File: src/rtl/ccs_pkg.sv
package ccs_pkg;
    localparam int unsigned XFER_BITS = 8;

    typedef enum logic [1:0] {
        ST_IDLE,
        ST_SETUP,
        ST_LOW,
        ST_HIGH
    } ccs_state_e;
endpackage

File: src/rtl/ccs_timer.sv
module ccs_timer #(
    parameter int unsigned W = 5
) (
    input  logic         clk,
    input  logic         rst_n,
    input  logic         load_i,
    input  logic [W-1:0] len_i,
    output logic         zero_o
);
    logic [W-1:0] cnt_q;

    // Loading a length of N makes zero_o appear after N cycles in the state.
    always_ff @(posedge clk or negedge rst_n) begin
        if (!rst_n) begin
            cnt_q <= '0;
        end else if (load_i) begin
            cnt_q <= len_i - W'(1);
        end else if (cnt_q != '0) begin
            cnt_q <= cnt_q - W'(1);
        end
    end

    assign zero_o = (cnt_q == '0);
endmodule

File: src/rtl/ccs_shifter.sv
module ccs_shifter #(
    parameter int unsigned W = 8
) (
    input  logic         clk,
    input  logic         rst_n,
    input  logic         load_i,
    input  logic [W-1:0] din_i,
    input  logic         adv_i,
    output logic         bit_o,
    output logic         last_o
);
    localparam int unsigned CW = $clog2(W + 1);

    logic [W-1:0]  sr_q;
    logic [CW-1:0] cnt_q;

    always_ff @(posedge clk or negedge rst_n) begin
        if (!rst_n) begin
            sr_q  <= '0;
            cnt_q <= '0;
        end else if (load_i) begin
            sr_q  <= din_i;
            cnt_q <= '0;
        end else if (adv_i) begin
            sr_q  <= sr_q >> 1;
            cnt_q <= cnt_q + CW'(1);
        end
    end

    assign bit_o  = sr_q[0];
    assign last_o = (cnt_q == CW'(W));
endmodule

File: src/rtl/codec_ctl_ser.sv
module codec_ctl_ser
    import ccs_pkg::*;
#(
    parameter int unsigned CLK_PERIOD_PS = 10000,
    parameter int unsigned SETUP_PS      = 190000,
    parameter int unsigned HALF_CYC      = 3
) (
    input  logic                 clk,
    input  logic                 rst_n,
    input  logic                 start_i,
    input  logic                 mode_i,
    input  logic [XFER_BITS-1:0] byte_i,
    output logic                 busy_o,
    output logic                 done_o,
    output logic                 ctl_mode_o,
    output logic                 ctl_dat_o,
    output logic                 ctl_clk_o
);
    localparam int unsigned SETUP_RAW = (SETUP_PS + CLK_PERIOD_PS - 1) / CLK_PERIOD_PS;
    localparam int unsigned SETUP_LD  = (SETUP_RAW == 0) ? 1 : SETUP_RAW;
    localparam int unsigned HALF_LD   = (HALF_CYC == 0) ? 1 : HALF_CYC;
    localparam int unsigned TMR_MAX   = (SETUP_LD > HALF_LD) ? SETUP_LD : HALF_LD;
    localparam int unsigned TMR_W     = $clog2(TMR_MAX + 1);

    ccs_state_e       state_q, state_d;
    logic             tmr_load, tmr_zero;
    logic [TMR_W-1:0] tmr_len;
    logic             sh_load, sh_adv, sh_bit, sh_last;

    ccs_timer #(.W(TMR_W)) u_timer (
        .clk    (clk),
        .rst_n  (rst_n),
        .load_i (tmr_load),
        .len_i  (tmr_len),
        .zero_o (tmr_zero)
    );

    ccs_shifter #(.W(XFER_BITS)) u_shifter (
        .clk    (clk),
        .rst_n  (rst_n),
        .load_i (sh_load),
        .din_i  (byte_i),
        .adv_i  (sh_adv),
        .bit_o  (sh_bit),
        .last_o (sh_last)
    );

    // State register
    always_ff @(posedge clk or negedge rst_n) begin
        if (!rst_n) begin
            state_q <= ST_IDLE;
        end else begin
            state_q <= state_d;
        end
    end

    // Transitions and datapath controls
    always_comb begin
        state_d  = state_q;
        tmr_load = 1'b0;
        tmr_len  = TMR_W'(HALF_LD);
        sh_load  = 1'b0;
        sh_adv   = 1'b0;
        unique case (state_q)
            ST_IDLE: begin
                if (start_i) begin
                    state_d  = ST_SETUP;
                    tmr_load = 1'b1;
                    tmr_len  = TMR_W'(SETUP_LD);
                    sh_load  = 1'b1;
                end
            end
            ST_SETUP: begin
                if (tmr_zero) begin
                    state_d  = ST_LOW;
                    tmr_load = 1'b1;
                end
            end
            ST_LOW: begin
                if (tmr_zero) begin
                    state_d  = ST_HIGH;
                    tmr_load = 1'b1;
                    sh_adv   = 1'b1;
                end
            end
            ST_HIGH: begin
                if (tmr_zero) begin
                    if (sh_last) begin
                        state_d = ST_IDLE;
                    end else begin
                        state_d  = ST_LOW;
                        tmr_load = 1'b1;
                    end
                end
            end
            default: state_d = ST_IDLE;
        endcase
    end

    // Registered outputs, decoded from the state being entered
    always_ff @(posedge clk or negedge rst_n) begin
        if (!rst_n) begin
            ctl_clk_o  <= 1'b1;
            ctl_mode_o <= 1'b1;
            ctl_dat_o  <= 1'b0;
            busy_o     <= 1'b0;
            done_o     <= 1'b0;
        end else begin
            busy_o <= (state_d != ST_IDLE);
            done_o <= (state_q == ST_HIGH) && (state_d == ST_IDLE);
            unique case (state_d)
                ST_IDLE: begin
                    ctl_clk_o  <= 1'b1;
                    ctl_mode_o <= 1'b1;
                    ctl_dat_o  <= 1'b0;
                end
                ST_SETUP: begin
                    ctl_clk_o <= 1'b1;
                    ctl_dat_o <= 1'b0;
                    if (state_q == ST_IDLE) begin
                        ctl_mode_o <= mode_i;
                    end
                end
                ST_LOW: begin
                    ctl_clk_o <= 1'b0;
                    if (state_q != ST_LOW) begin
                        ctl_dat_o <= sh_bit;
                    end
                end
                ST_HIGH: begin
                    ctl_clk_o <= 1'b1;
                end
                default: begin
                    ctl_clk_o <= 1'b1;
                end
            endcase
        end
    end
endmodule

File: config.mk
export PLATFORM = sky130hd
export DESIGN_NAME = codec_ctl_ser
export DESIGN_NICKNAME = d
export VERILOG_FILES = /design/src/rtl/ccs_pkg.sv /design/src/rtl/ccs_timer.sv /design/src/rtl/ccs_shifter.sv /design/src/rtl/codec_ctl_ser.sv
export SDC_FILE = /design/constraint.sdc
export NUM_CORES = 1
export LEC_CHECK = 0
export BUFFER_PORTS_ARGS = -buffer_cell sky130_fd_sc_hd__buf_2
export CORE_ASPECT_RATIO = 0.7
export CORE_MARGIN = 10
export CORE_UTILIZATION = 40
export DETAILED_ROUTE_END_ITERATION = 6
export GPL_ROUTABILITY_DRIVEN = 0
export HOLD_SLACK_MARGIN = 0.1
export SLEW_MARGIN = 20
export SYNTH_ARGS = -nofsm -noshare
export SYNTH_HDL_FRONTEND = slang
export SYNTH_SLANG_ARGS = --single-unit
File: constraint.sdc
create_clock -name clk -period 2.7 [get_ports clk]
set_clock_uncertainty 0.15 [all_clocks]
set_input_delay 0.54 -clock clk [delete_from_list [all_inputs] [get_ports clk]]
set_output_delay 0.54 -clock clk [all_outputs]
set_load 0.01 [all_outputs]
# Yosys cells after proc, flatten, opt, wreduce, memory -nomap -nowiden

Cells that the tools add are included.

Bits in registers: 24
Bits of input ports: 12
Output and inout bits: 5

Add/subtract/negate cells: 3
Equality and inequality tests: 10
Multiplexer cells: 26
Reductions and logical operators: 15

Operator list:

| operator            | count |
|---|---|
| $mux 5              | 4 |
| $mux 8              | 2 |
| $mux 2              | 5 |
| $reduce_bool 2->1   | 5 |
| $sub 5x1->5 const B | 2 |
| $eq 2x2->1 const B  | 4 |
| $mux 1              | 8 |
| $mux 4              | 2 |
| $pmux 2 s4          | 1 |
| $ne 2x2->1 const B  | 3 |
| $pmux 1 s2          | 3 |
| $logic_not 5->1     | 1 |
| $reduce_bool 5->1   | 1 |
| $add 4x1->4 const B | 1 |
| $eq 2x1->1 const B  | 2 |
| $eq 4x4->1 const B  | 1 |
| $logic_not 2->1     | 2 |
| $reduce_and 2->1    | 2 |
| $reduce_or 2->1     | 2 |
| $pmux 1 s3          | 1 |
| $reduce_or 3->1     | 1 |
| $logic_and 1x1->1   | 1 |

# Depth between registers and ports, before layout

Depth in word-level cells: 8
Depth in mapped cells: 10

# Cells and area by module

A second synthesis with hierarchy kept.

Cells, all modules: 130
Area total of the unflattened synthesis: 1,347.5 µm²

Modules (own cells, without submodules):

| module        | times used | cells each | area each (µm²) |
|---|---|---|---|
| ccs_shifter   | 1          | 56         | 586.8 |
| codec_ctl_ser | 1          | 45         | 424.2 |
| ccs_timer     | 1          | 29         | 336.6 |

# Worst setup path after synthesis

No wires, ideal clock.

Path type: flip-flop to flip-flop
From: reg state_q[0]
To: reg u_timer.cnt_q[2]
Data arrival time: 1,806 ps
Data required time: 2,467 ps
Setup slack: 662 ps
Cell stages (with the launch flop): 10
Path buffers: 1
Clock period less this slack: 2,038 ps
Cell sequence: dfrtp_1 -> inv_1 -> ha_1 -> and2_1 -> clkbuf_1 -> o21bai_1 -> nor2_1 -> ha_1 -> or2b_1 -> o21ai_0

Word-level cells in the longest chain between the ends: 4

Ends and longest elaborated chain:

| item                                        | line                                 | text |
|---|---|---|
| start: declaration                          | codec_ctl_ser.sv:25                  | `ccs_state_e state_q, state_d;` |
| start signal: assignment                    | codec_ctl_ser.sv:53                  | `state_q <= state_d;` |
| $logic_not 2->1 (tied with other cells)     | codec_ctl_ser.sv:64                  | `unique case (state_q)` |
| $mux 5 or $reduce_or 2->1 (tied branches)   | n/a                                  |  |
| $sub 5x1->5 or $pmux 1 s3 (tied branches)   | ccs_timer.sv:17, codec_ctl_ser.sv:64 |  |
| $mux 5 or $reduce_bool 2->1 (tied branches) | n/a                                  |  |
| end signal: assignment                      | ccs_timer.sv:17                      | `cnt_q <= len_i - W'(1);` |
| end signal: assignment                      | ccs_timer.sv:19                      | `cnt_q <= cnt_q - W'(1);` |
| end: declaration                            | ccs_timer.sv:10                      | `logic [W-1:0] cnt_q;` |

Parallel ways exist; a longest one is shown, timed or not.
A chain may end at the register's enable or synchronous reset.

# Final worst setup path

Same ends and word-level chain as after synthesis.

==> metrics.txt <==
Clock transition at path regs=80 ps; Post-synth EDFFs=0; gr busiest metal=met2; CTS tree=done; Unique masters post-synth=37; post-synthesis async set-or-reset flop share=100%; Sequential Power Share=39.1%; crit path kind=reg2reg; Crit path largest cell delay=410 ps; num rows=17; final total power=1.49 mW; Chip Height=68.1 um; vias in the first global route=995; final setup fails=0; most frequent cells in the layout=dfrtp_1, buf_2, o21ai_0; unrepaired setup endpoints after global routing=false; Max Slew Vio Count=0; cts repair resizes=0; worst path cell trace=inv_1, ha_1, inv_1, nand3_1, o21bai_1, nor2_1, ha_1, or2b_1, o21ai_0; DR pass1 iterations=5; GR Util met2=15.1%; chip width=88.8 um; number of port buffers=16; Lkg Pwr=0.726 nW; synth-to-layout area growth=12.4%; Final Cell Area=1490 sq um; GRT overflow=0; Nets=168; syn nets=150; first-pass GRT wire length=4480 um; Critical Path End Type=register; worst-path fanout max=6; GRT met1 Usage=11.3%; Clock power frac=14.3%; post-synthesis cell count=131; total CTS buffers=3; type of element launching the critical path=register; crit path DAT=2320 ps; delay-heaviest family, CP=adder cells; drt drc=0; post-route setup TNS=0 ps; Crit-path slowest cell=dfrtp_1; most common library cell in the layout ignoring fill and taps=dfrtp_1; pin count of the biggest net entering global routing=25; pwr dens=1000 nW/um^2; synth warn=0; Longest Clk Path Bufs=2; Sw Ratio=40.1%; CTS HTree Levels=1; outcome=finished, final reports clean; initial drt markers=100; register bit count reported by yosys=24; Routed WL=2560 um; hold crit path type=in2async; max cap viols=0; core area=3170 sq um; logic gate share of total power=46.6%; Final Hold Vio Count=0; GRT Overall Usage=9.31%; headroom to the max-slew limit=57.1%; WP buf/inv=2; Critical Path RT=2740 ps; Post-CTS Setup Inserts=0; met3 global-route usage=2.97%; cts hold-fix bufs=0; DR vias/cell=5.13; achievable clock frequency=438 MHz; Final Critical Period=2280 ps; DP HPWL=1930 um; CTS root buffer=clkbuf_8; Slew @ Worst Pin=642 ps; top_reg_cell synth=dfrtp_1; full die area=6050 sq um; via count=954; placed inst area=1440 sq um; internal cell power=0.894 mW; Final period util=84.5%; mapped cell area=1320 sq um; io pins=17; P_sw=0.598 mW; initial antenna violation count=0; sequential share of the synthesized area=45.6%; share of layout cells above drive strength 1=22.3%; Routed WL per cell=13.8 um; Sink Count=24; Ant. Diodes=0; initial core utilization=41.8%; Post-DRT Antenna Nets=0; Worst-Skew Late Latency=260 ps; peak supply drop=0.376 mV; Avg Cell Area, Syn=10.1 sq um
==> layer usage <==
layer / vias up / wire [um]
li1: 477 / -
met1: 445 / 1190
met2: 30 / 1180
met5: - / 0
met3: 2 / 174
met4: 0 / 9
==> cells in the mapped netlist, types with 3 or more instances <==
cell | number | share of area (%)
a21oi_1 | 6 | 2.3
ha_1 | 7 | 6.6
nand3_1 | 5 | 1.9
nand2_1 | 12 | 3.4
inv_1 | 9 | 2.6
o21ai_0 | 14 | 5.3
dfrtp_1 | 22 | 42
mux2i_1 | 9 | 6.8
nor2_1 | 13 | 3.7
clkbuf_1 | 3 | 0.85
==> flip-flops by register name, indices dropped and copies added, names as in the netlist <==
name	flops
done_o	1
state_q	2
u_timer.cnt_q	5
u_shifter.cnt_q	4
ctl_mode_o	1
u_shifter.sr_q	8
ctl_dat_o	1
busy_o	1
ctl_clk_o	1
==> power groups by stage <==
stage	clock network, mW	logic, mW	registers (mW)
4_1_cts	0.222	0.702	0.583
3_3_place_gp	0	0.687	0.586
2_1_floorplan	0	0.547	0.580
3_5_place_dp	0	0.699	0.589
6_report	0.213	0.696	0.583
5_1_grt	0.241	0.784	0.606
==> cells by family (layout without fill, tap and decap cells) <==
kind of cell               Yosys count  count (layout)  share of synthesized area, %
DFF                                 24              24                          45.6
muxes                               10              10                          7.94
xor gates and xnor gates             3               3                          1.99
and+or+nand+nor                     46              46                          19.8
AOI/OAI and AO/OA                   28              28                          14.3
buffers and inverters               13              30                          3.78
adders and majority gates            7               7                          6.62
==> metrics by stage <==
stage,utilization [%],setup slack [ps],hold slack [ps],std cells
2_1_floorplan,-,662,94.4,131
3_3_place_gp,45.5,578,303,182
3_5_place_dp,45.5,466,303,182
4_1_cts,46.9,439,122,186
5_1_grt,46.9,170,144,186
6_report,46.9,419,106,186
==> final cells by class <==
cell class | count | area, sq um
fillers | 292 | 1680
multi-input cells | 94 | 671
well taps | 38 | 47.5
inverters | 9 | 33.8
clock buffers | 4 | 45.0
flip-flops and latches | 24 | 603
repair buffers | 17 | 87.6
==> worst paths after layout <==
| check | startpoint | end | slack, ps | cells after the start |
|---|---|---|---|---|
| min in group clk | ctl_mode_o | ctl_mode_o | 310 | 2 |
| max in group asynchronous | rst_n | ctl_clk_o | 1920 | 1 |
| setup / recovery | state_q[0] | u_timer.cnt_q[2] | 420 | 9 |
| hold / removal | rst_n | u_timer.cnt_q[3] | 110 | 1 |
| setup reg to reg | state_q[0] | u_timer.cnt_q[2] | 420 | 9 |
| hold reg to reg | ctl_mode_o | ctl_mode_o | 310 | 2 |
Note: power is estimated with default switching activity, not from simulation.
